File: config.mk
export PLATFORM = sky130hd
export DESIGN_NAME = spi_dac_if
export DESIGN_NICKNAME = d
export VERILOG_FILES = /design/src/rtl/spi_dac_pkg.sv /design/src/rtl/spi_dac_sync.sv /design/src/rtl/spi_dac_shifter.sv /design/src/rtl/spi_dac_regs.sv /design/src/rtl/spi_dac_if.sv
export SDC_FILE = /design/constraint.sdc
export NUM_CORES = 1
export LEC_CHECK = 0
export BUFFER_PORTS_ARGS = -buffer_cell sky130_fd_sc_hd__buf_2
export CORE_MARGIN = 8
export CORE_UTILIZATION = 62
export CTS_CLUSTER_DIAMETER = 200
export CTS_CLUSTER_SIZE = 25
export DETAILED_ROUTE_END_ITERATION = 12
export PLACE_DENSITY = 0.85
export SLEW_MARGIN = 20
export SYNTH_ARGS = -nofsm -noshare
export SYNTH_HDL_FRONTEND = slang
export SYNTH_SLANG_ARGS = --single-unit
File: constraint.sdc
create_clock -name clk -period 4.6 [get_ports clk]
set_input_delay 0.46 -clock clk [delete_from_list [all_inputs] [get_ports clk]]
set_output_delay 0.46 -clock clk [all_outputs]
set_load 0.01 [all_outputs]
File: src/rtl/spi_dac_pkg.sv
package spi_dac_pkg;

   localparam int unsigned MAP_ADDR_W = 3;

   typedef enum logic [MAP_ADDR_W-1:0] {
      ADR_NOP   = 3'd0,
      ADR_CODE  = 3'd1,
      ADR_CTRL  = 3'd2,
      ADR_CLEAR = 3'd3,
      ADR_ACT   = 3'd4
   } reg_addr_e;

   localparam int unsigned ACT_LOAD_BIT  = 0;
   localparam int unsigned ACT_CLEAR_BIT = 1;
   localparam int unsigned ACT_RESET_BIT = 2;

endpackage

File: src/rtl/spi_dac_sync.sv
module spi_dac_sync #(
   parameter int unsigned W      = 3,
   parameter int unsigned STAGES = 2,
   parameter logic [W-1:0] RST_VAL = '0
) (
   input  logic         clk,
   input  logic         rst_n,
   input  logic [W-1:0] d,
   output logic [W-1:0] q
);

   initial begin
      assert (STAGES >= 2) else $error("spi_dac_sync: STAGES must be at least 2");
   end

   generate
      for (genvar b = 0; b < W; b++) begin : g_bit
         logic [STAGES-1:0] chain;
         always_ff @(posedge clk or negedge rst_n) begin
            if (!rst_n) chain <= {STAGES{RST_VAL[b]}};
            else        chain <= {chain[STAGES-2:0], d[b]};
         end
         assign q[b] = chain[STAGES-1];
      end
   endgenerate

endmodule

File: src/rtl/spi_dac_shifter.sv
module spi_dac_shifter #(
   parameter int unsigned FRAME_W = 24
) (
   input  logic               clk,
   input  logic               rst_n,
   input  logic               cs_n_s,
   input  logic               sclk_s,
   input  logic               sdin_s,
   input  logic               load_en,
   input  logic [FRAME_W-1:0] load_word,
   output logic               frame_done,
   output logic [FRAME_W-1:0] frame_word,
   output logic               sdo
);

   localparam int unsigned CNT_MAX = FRAME_W + 1;
   localparam int unsigned CNT_W   = $clog2(CNT_MAX + 1);

   logic               cs_q, sclk_q;
   logic [FRAME_W-1:0] in_sr, out_sr;
   logic [CNT_W-1:0]   bit_cnt;
   logic               active, sclk_fall, sclk_rise, cs_rise;

   assign active    = ~cs_n_s;
   assign sclk_fall = active & sclk_q & ~sclk_s;
   assign sclk_rise = active & ~sclk_q & sclk_s;
   assign cs_rise   = cs_n_s & ~cs_q;

   assign frame_done = cs_rise & (bit_cnt == CNT_W'(FRAME_W));
   assign frame_word = in_sr;
   assign sdo        = out_sr[FRAME_W-1];

   always_ff @(posedge clk or negedge rst_n) begin
      if (!rst_n) begin
         cs_q   <= 1'b1;
         sclk_q <= 1'b1;
      end else begin
         cs_q   <= cs_n_s;
         sclk_q <= sclk_s;
      end
   end

   always_ff @(posedge clk or negedge rst_n) begin
      if (!rst_n) begin
         in_sr   <= '0;
         bit_cnt <= '0;
      end else if (cs_n_s && cs_q) begin
         bit_cnt <= '0;
      end else if (sclk_fall) begin
         in_sr <= {in_sr[FRAME_W-2:0], sdin_s};
         if (bit_cnt != CNT_W'(CNT_MAX)) bit_cnt <= bit_cnt + 1'b1;
      end
   end

   always_ff @(posedge clk or negedge rst_n) begin
      if (!rst_n)         out_sr <= '0;
      else if (load_en)   out_sr <= load_word;
      else if (sclk_rise) out_sr <= {out_sr[FRAME_W-2:0], 1'b0};
   end

endmodule

File: src/rtl/spi_dac_regs.sv
module spi_dac_regs
   import spi_dac_pkg::*;
#(
   parameter int unsigned DATA_W  = 20,
   parameter int unsigned ADDR_W  = 3,
   parameter int unsigned FRAME_W = 1 + ADDR_W + DATA_W
) (
   input  logic               clk,
   input  logic               rst_n,
   input  logic               frame_done,
   input  logic [FRAME_W-1:0] frame_word,
   output logic               rd_load,
   output logic [FRAME_W-1:0] rd_word,
   output logic [DATA_W-1:0]  dac_code,
   output logic [DATA_W-1:0]  ctrl_word,
   output logic [DATA_W-1:0]  clear_code,
   output logic               load_pulse,
   output logic               clear_pulse,
   output logic               reset_pulse
);

   logic              rw;
   logic [ADDR_W-1:0] addr;
   logic [DATA_W-1:0] data;
   logic              wr, hit_code, hit_ctrl, hit_clear, hit_act;
   logic              do_load, do_clear, do_reset;

   assign rw   = frame_word[FRAME_W-1];
   assign addr = frame_word[FRAME_W-2 -: ADDR_W];
   assign data = frame_word[DATA_W-1:0];

   assign hit_code  = (addr == ADDR_W'(ADR_CODE));
   assign hit_ctrl  = (addr == ADDR_W'(ADR_CTRL));
   assign hit_clear = (addr == ADDR_W'(ADR_CLEAR));
   assign hit_act   = (addr == ADDR_W'(ADR_ACT));

   assign wr       = frame_done & ~rw;
   assign rd_load  = frame_done & rw;
   assign do_load  = wr & hit_act & data[ACT_LOAD_BIT];
   assign do_clear = wr & hit_act & data[ACT_CLEAR_BIT];
   assign do_reset = wr & hit_act & data[ACT_RESET_BIT];

   always_comb begin
      rd_word = '0;
      if (hit_code)  rd_word = {1'b1, addr, dac_code};
      if (hit_ctrl)  rd_word = {1'b1, addr, ctrl_word};
      if (hit_clear) rd_word = {1'b1, addr, clear_code};
   end

   always_ff @(posedge clk or negedge rst_n) begin
      if (!rst_n) begin
         dac_code   <= '0;
         ctrl_word  <= '0;
         clear_code <= '0;
      end else if (do_reset) begin
         dac_code   <= '0;
         ctrl_word  <= '0;
         clear_code <= '0;
      end else if (do_clear) begin
         dac_code <= clear_code;
      end else if (wr) begin
         if (hit_code)  dac_code   <= data;
         if (hit_ctrl)  ctrl_word  <= data;
         if (hit_clear) clear_code <= data;
      end
   end

   always_ff @(posedge clk or negedge rst_n) begin
      if (!rst_n) begin
         load_pulse  <= 1'b0;
         clear_pulse <= 1'b0;
         reset_pulse <= 1'b0;
      end else begin
         load_pulse  <= do_load;
         clear_pulse <= do_clear;
         reset_pulse <= do_reset;
      end
   end

endmodule

File: src/rtl/spi_dac_if.sv
module spi_dac_if
   import spi_dac_pkg::*;
#(
   parameter int unsigned DATA_W      = 20,
   parameter int unsigned ADDR_W      = 3,
   parameter int unsigned SYNC_STAGES = 2
) (
   input  logic              clk,
   input  logic              rst_n,
   input  logic              cs_n,
   input  logic              sclk,
   input  logic              sdin,
   output logic              sdo,
   output logic [DATA_W-1:0] dac_code,
   output logic [DATA_W-1:0] ctrl_word,
   output logic [DATA_W-1:0] clear_code,
   output logic              load_pulse,
   output logic              clear_pulse,
   output logic              reset_pulse
);

   localparam int unsigned FRAME_W = 1 + ADDR_W + DATA_W;

   initial begin
      assert (ADDR_W >= MAP_ADDR_W) else $error("spi_dac_if: ADDR_W too small for address map");
      assert (DATA_W > ACT_RESET_BIT) else $error("spi_dac_if: DATA_W too small for action bits");
      assert (SYNC_STAGES >= 2) else $error("spi_dac_if: SYNC_STAGES must be at least 2");
   end

   logic [2:0]         pins_s;
   logic               frame_done, rd_load;
   logic [FRAME_W-1:0] frame_word, rd_word;

   spi_dac_sync #(
      .W(3), .STAGES(SYNC_STAGES), .RST_VAL(3'b110)
   ) u_sync (
      .clk(clk), .rst_n(rst_n),
      .d({cs_n, sclk, sdin}),
      .q(pins_s)
   );

   spi_dac_shifter #(.FRAME_W(FRAME_W)) u_shift (
      .clk(clk), .rst_n(rst_n),
      .cs_n_s(pins_s[2]), .sclk_s(pins_s[1]), .sdin_s(pins_s[0]),
      .load_en(rd_load), .load_word(rd_word),
      .frame_done(frame_done), .frame_word(frame_word),
      .sdo(sdo)
   );

   spi_dac_regs #(.DATA_W(DATA_W), .ADDR_W(ADDR_W), .FRAME_W(FRAME_W)) u_regs (
      .clk(clk), .rst_n(rst_n),
      .frame_done(frame_done), .frame_word(frame_word),
      .rd_load(rd_load), .rd_word(rd_word),
      .dac_code(dac_code), .ctrl_word(ctrl_word), .clear_code(clear_code),
      .load_pulse(load_pulse), .clear_pulse(clear_pulse), .reset_pulse(reset_pulse)
   );

endmodule

; ---- After elaboration in Yosys (flattened, before gate mapping)
; Index checks and enable logic that the tools add are counted.
[classes]
add_sub_neg = 1
eq_ne = 7
mux = 20
bitwise_logic = 18
reduce_logical = 14
[ops]
columns = cell, n
row1 = $mux W20, 12
row2 = $mux W24, 5
row3 = $mux W5, 3
row4 = $and A1 B1 Y1, 12
row5 = $reduce_bool A2 Y1, 6
row6 = $eq A3 B2 Y1 const B, 2
row7 = $not A1 Y1, 6
row8 = $reduce_and A2 Y1, 3
row9 = $reduce_and A3 Y1, 2
row10 = $reduce_bool A3 Y1, 2
row11 = $add A5 B1 Y5 const B, 1
row12 = $eq A5 B5 Y1 const B, 1
row13 = $ne A5 B5 Y1 const B, 1
row14 = $eq A3 B1 Y1 const B, 1
row15 = $eq A3 B3 Y1 const B, 1
row16 = $ne A2 B2 Y1 const B, 1
row17 = $logic_and A1 B1 Y1, 1
[totals]
register_bits = 124
inputBits = 5
out_inout_bits = 64
elab_cells = 74

; ---- Depth between registers and ports, before layout
[logic_depth]
word_depth = 8
depth_mapped = 7

; ---- Hierarchy
; A second synthesis with hierarchy kept.
[hier_totals]
hier_cells = 535
area_unflattened_um2 = 5788.1
[modules_own_cells]
columns = mod, n_inst, cells_each, area_per_inst_um2, seq_area_each_um2
row1 = spi_dac_regs, 1, 338, 3230.6, 1576.5
row2 = spi_dac_shifter, 1, 188, 2379.8, 1378.8
row3 = spi_dac_sync, 1, 9, 177.7, 155.1

; ---- Least setup slack after synthesis
; No wires, ideal clock.
[synth_timing]
path_kind = register to register
start = reg u_shift.bit_cnt[0]
end = reg u_regs.dac_code[10]
setup_ns = 0.079
arrival_time_ns = 1.920
t_required_ns = 4.521
path_slack_ns = 2.600
stages_incl_launch_ff = 8
path_buffers = 1
cell_sequence = dfrtp_1 > inv_1 > ha_1 > or4bb_4 > nor4_4 > buf_6 > nand2_1 > a2bb2oi_1
[synth_via]
elab_chain_cells = 7
elab_cells_between_ends = 11
cone_classes = eq/ne: 1 / mux: 2 / bitwise: 5 / reduce/logical: 3
[synth_lines]
columns = element, line
row1 = "start, declared", spi_dac_shifter.sv:21  ; logic [CNT_W-1:0] bit_cnt;
row2 = "start signal, assigned", spi_dac_shifter.sv:51  ; if (bit_cnt != CNT_W'(CNT_MAX)) bit_cnt <= bit_cnt + 1'b1;
row3 = $eq A5 B5 Y1 (*), spi_dac_shifter.sv:29  ; assign frame_done = cs_rise & (bit_cnt == CNT_W'(FRAME_W));
row4 = $and A1 B1 Y1 (*), spi_dac_shifter.sv:29
row5 = $and A1 B1 Y1 (*), spi_dac_regs.sv:37  ; assign wr = frame_done & ~rw;
row6 = $and A1 B1 Y1, "spi_dac_regs.sv:40, spi_dac_regs.sv:41"
row7 = $and A1 B1 Y1 (on tied branches), "spi_dac_regs.sv:41, spi_dac_regs.sv:40"
row8 = $reduce_bool A3 Y1 (no line) or $mux W20 (tied branches), --
row9 = $reduce_and A2 Y1 (no line) or $mux W20 (tied branches), --
row10 = "end signal, assigned", spi_dac_regs.sv:60  ; dac_code <= clear_code;
row11 = "end signal, assigned", spi_dac_regs.sv:62  ; if (hit_code) dac_code <= data;
row12 = "end, declared", spi_dac_regs.sv:14  ; output logic [DATA_W-1:0] dac_code,
; Mark *: on every way between the ends. The rest lies on a longest branch, timed or not.
; A chain may end at the register's enable or synchronous reset.

; ---- Worst setup path in the final report
[layout_timing]
start = reg u_shift.bit_cnt[1]
end = reg u_regs.dac_code[12]
; The elaborated chain is that of the path after synthesis.

==> results.toml <==
[logic_synthesis]
synth_nets = 461
ys_ff_latch = 124
ys_warn_count = 0
synth_ff_type = "dfrtp_1"
avgSynthCellArea_um2 = 12.1
ys_seq_area_share_pct = 56.9
async_reset_ff_share_pct = 100
netlist_instances = 453
synth_edf_count = 0
ys_types = 45
syn_area_mm2 = 0.00547

[global_route]
grt_antenna_before_repair = 0
overflow = 0
grt_pass1_wl_um = 22800
grt_use_total_pct = 24.9
grt_max_degree = 71
grt_pass1_vias = 4395

[clock_tree]
clock_sinks = 124
cts_resized = 0
cts_max_path_buffers = 2
clk_latency_ns = 0.51
cts-buffers-inserted = 17
clk_pin_slew_ns = 0.06
cts_hold_buffers = 0
cts_setup_buffers = 0
ctsRootBufferMaster = "clkbuf_8"
cts_tree = "done"
cts_htree_levels = 4

[setup_path]
worst_path_max_delay_cell = "nor4_4"
start_kind = "register"
critPathTopFamily = "simple AND/OR/NAND/NOR gates"
arrival_ns = 3.13
cp.required_ns = 5.01
crit_path_max_fanout = 18
path_cells = "inv_1 -> ha_1 -> or4bb_4 -> nor4_4 -> nand2_1 -> a2bb2oi_1"
path_class = "register to register"
worstSetupEndpointType = "register"
worst-path-buf-inv = 1
max_stage_delay_ns = 0.96

[die]
coreArea_mm2 = 0.00864
num_rows = 34
start_util_pct = 63.3
die_w_um = 110
ioPinCount = 69
die-height_um = 110
die-area_mm2 = 0.0121

[routing]
firstDrtPassIters = 5
via_per_inst = 6.61
drt-total-wl_um = 14200
via_count = 4216
drc_errors = 0
routedWlPerCell_um = 22.2
antenna_left = 0
drt_iter0_drc = 258

[placed_design]
place.gp.congestion = 0.834
place_ws_ns = 2.08
dpl_cell_area_mm2 = 0.00587
dp_cells = 606
portBuffers = 68
dp_hpwl_um = 8630

[sta]
period_needed_ns = 2.72
max-slew-margin-rel_pct = 21.6
setup_ws_ns = 1.88
fin_skew_ns = 0.00625
hold_viol_final = 0
grt_setup_unrepaired = "no"
tightest_slew_ns = 1.17
setup_tns_ns = 0
clock.fmax_ghz = 0.368
setup_viol = 0
period_share_pct = 59.1
maxSlewViolCount = 0

[pwr]
power.density_mw_per_mm2 = 404
ir_worst_vdd_mv = 0.272
p_leak_nw = 3.01

[worst_hold_path]
hold_class = "input pin to register"

[finish]
syn2layout_area_growth_pct = 18.1
final_nets = 525
antenna_cells = 0
instances_no_fill = 638
fillCellCount = 529
layout_commonest_cell = "dfrtp_1"
final_cell_mix = "dfrtp_1 (118), buf_2 (67), mux2i_1 (44)"
layout-drive-gt1-share_pct = 28.1
fin_area_mm2 = 0.00645

[flow_run]
drv_cap = 0

[status]
status = "finished, final reports clean"
==> routing by layer <==
metal | track usage (%) | part of all wire, % | wire length, µm | vias up
met4 | 12.0 | 2.1 | 296 | 0
met2 | 40.4 | 51 | 7180 | 215
met1 | 30.4 | 40 | 5640 | 2162
met5 | 0 | 0 | 0 | -
li1 | - | - | - | 1804
met3 | 6.27 | 7.3 | 1040 | 35
==> state kept, by name, indices dropped and copies added (netlist names), 5 cells and up <==
| signal | flops |
|---|---|
| u_regs.clear_code | 20 |
| u_shift.frame_word | 24 |
| u_sync.g_bit.chain | 6 |
| u_regs.dac_code | 20 |
| u_shift.out_sr | 24 |
| u_regs.ctrl_word | 20 |
| u_shift.bit_cnt | 5 |
==> synth_stat cells (all sizes together), types with 3 or more instances <==
master / n / area, µm²
and3b: 3 / 27.5
mux2: 24 / 270
dfrtp: 118 / 2950
mux2i: 44 / 440
a2bb2oi: 18 / 158
clkbuf: 18 / 67.6
buf: 14 / 93.8
nor2: 22 / 82.6
o22ai: 19 / 119
nand4b: 3 / 26.3
dfstp: 6 / 158
and2b: 4 / 33.8
nand2: 30 / 113
ha: 3 / 37.5
o21ai: 24 / 120
and2: 3 / 18.8
a22o: 38 / 333
inv: 7 / 26.3
nor3b: 3 / 27.5
a21oi: 25 / 125
==> path summary, 6_finish.rpt <==
check	from	end	slack, ns	cells after the start
max	u_shift.bit_cnt[1]$_DFFE_PN0P_	u_regs.dac_code[12]$_DFFE_PN0P_	1.88	6
min in group asynchronous	rst_n	u_regs.clear_code[4]$_DFFE_PN0P_	0.07	2
max reg2reg	u_shift.bit_cnt[1]$_DFFE_PN0P_	u_regs.dac_code[12]$_DFFE_PN0P_	1.88	6
min reg2reg	u_sync.g_bit[0].chain[0]$_DFF_PN0_	u_sync.g_bit[0].chain[1]$_DFF_PN0_	0.35	0
min	cs_n	u_sync.g_bit[2].chain[0]$_DFF_PN1_	0.05	1
max in group asynchronous	rst_n	u_regs.dac_code[17]$_DFFE_PN0P_	3.88	2
==> per-stage QoR <==
step                power (mW)  utilization, %  hold slack, ns
global placement          1.30            67.9           0.333
CTS                       2.61            74.7          0.0346
detailed placement        1.31            68.0           0.341
global route              2.68            74.7          0.0337
floorplan                 1.26               -           0.164
finish                    2.61            74.7          0.0483
==> power breakdown <==
group          switching [mW]  leakage, nW  internal (mW)  total (mW)
Clock                   0.468        0.279          0.840        1.31
Combinational          0.0592         1.04         0.0501       0.109
Sequential             0.0599         1.69           1.13        1.19
Total                   0.587         3.01           2.02        2.61
==> kinds of logic after synthesis <==
family / count (synthesis) / share of synthesized area, %
XOR/XNOR: 3 / 0.481
buffers and inverters: 40 / 3.59
AND/OR/NAND/NOR: 82 / 8.38
multiplexers: 68 / 13.0
flip-flops: 124 / 56.9
adder cells (fa/ha/maj): 3 / 0.687
AO/OA/AOI/OAI: 133 / 16.9
==> cell type report <==
cell class | count | area (µm²) | area share, %
Sequential cell | 124 | 3110 | 48.2
Multi-Input combinational cell | 289 | 2180 | 33.8
Clock buffer | 22 | 443 | 6.86
Timing Repair Buffer | 78 | 418 | 6.48
Clock inverter | 10 | 141 | 2.19
Tap cell | 108 | 135 | 2.09
Inverter | 7 | 26.3 | 0.407
No activity file was read; power rests on OpenSTA's default activity.
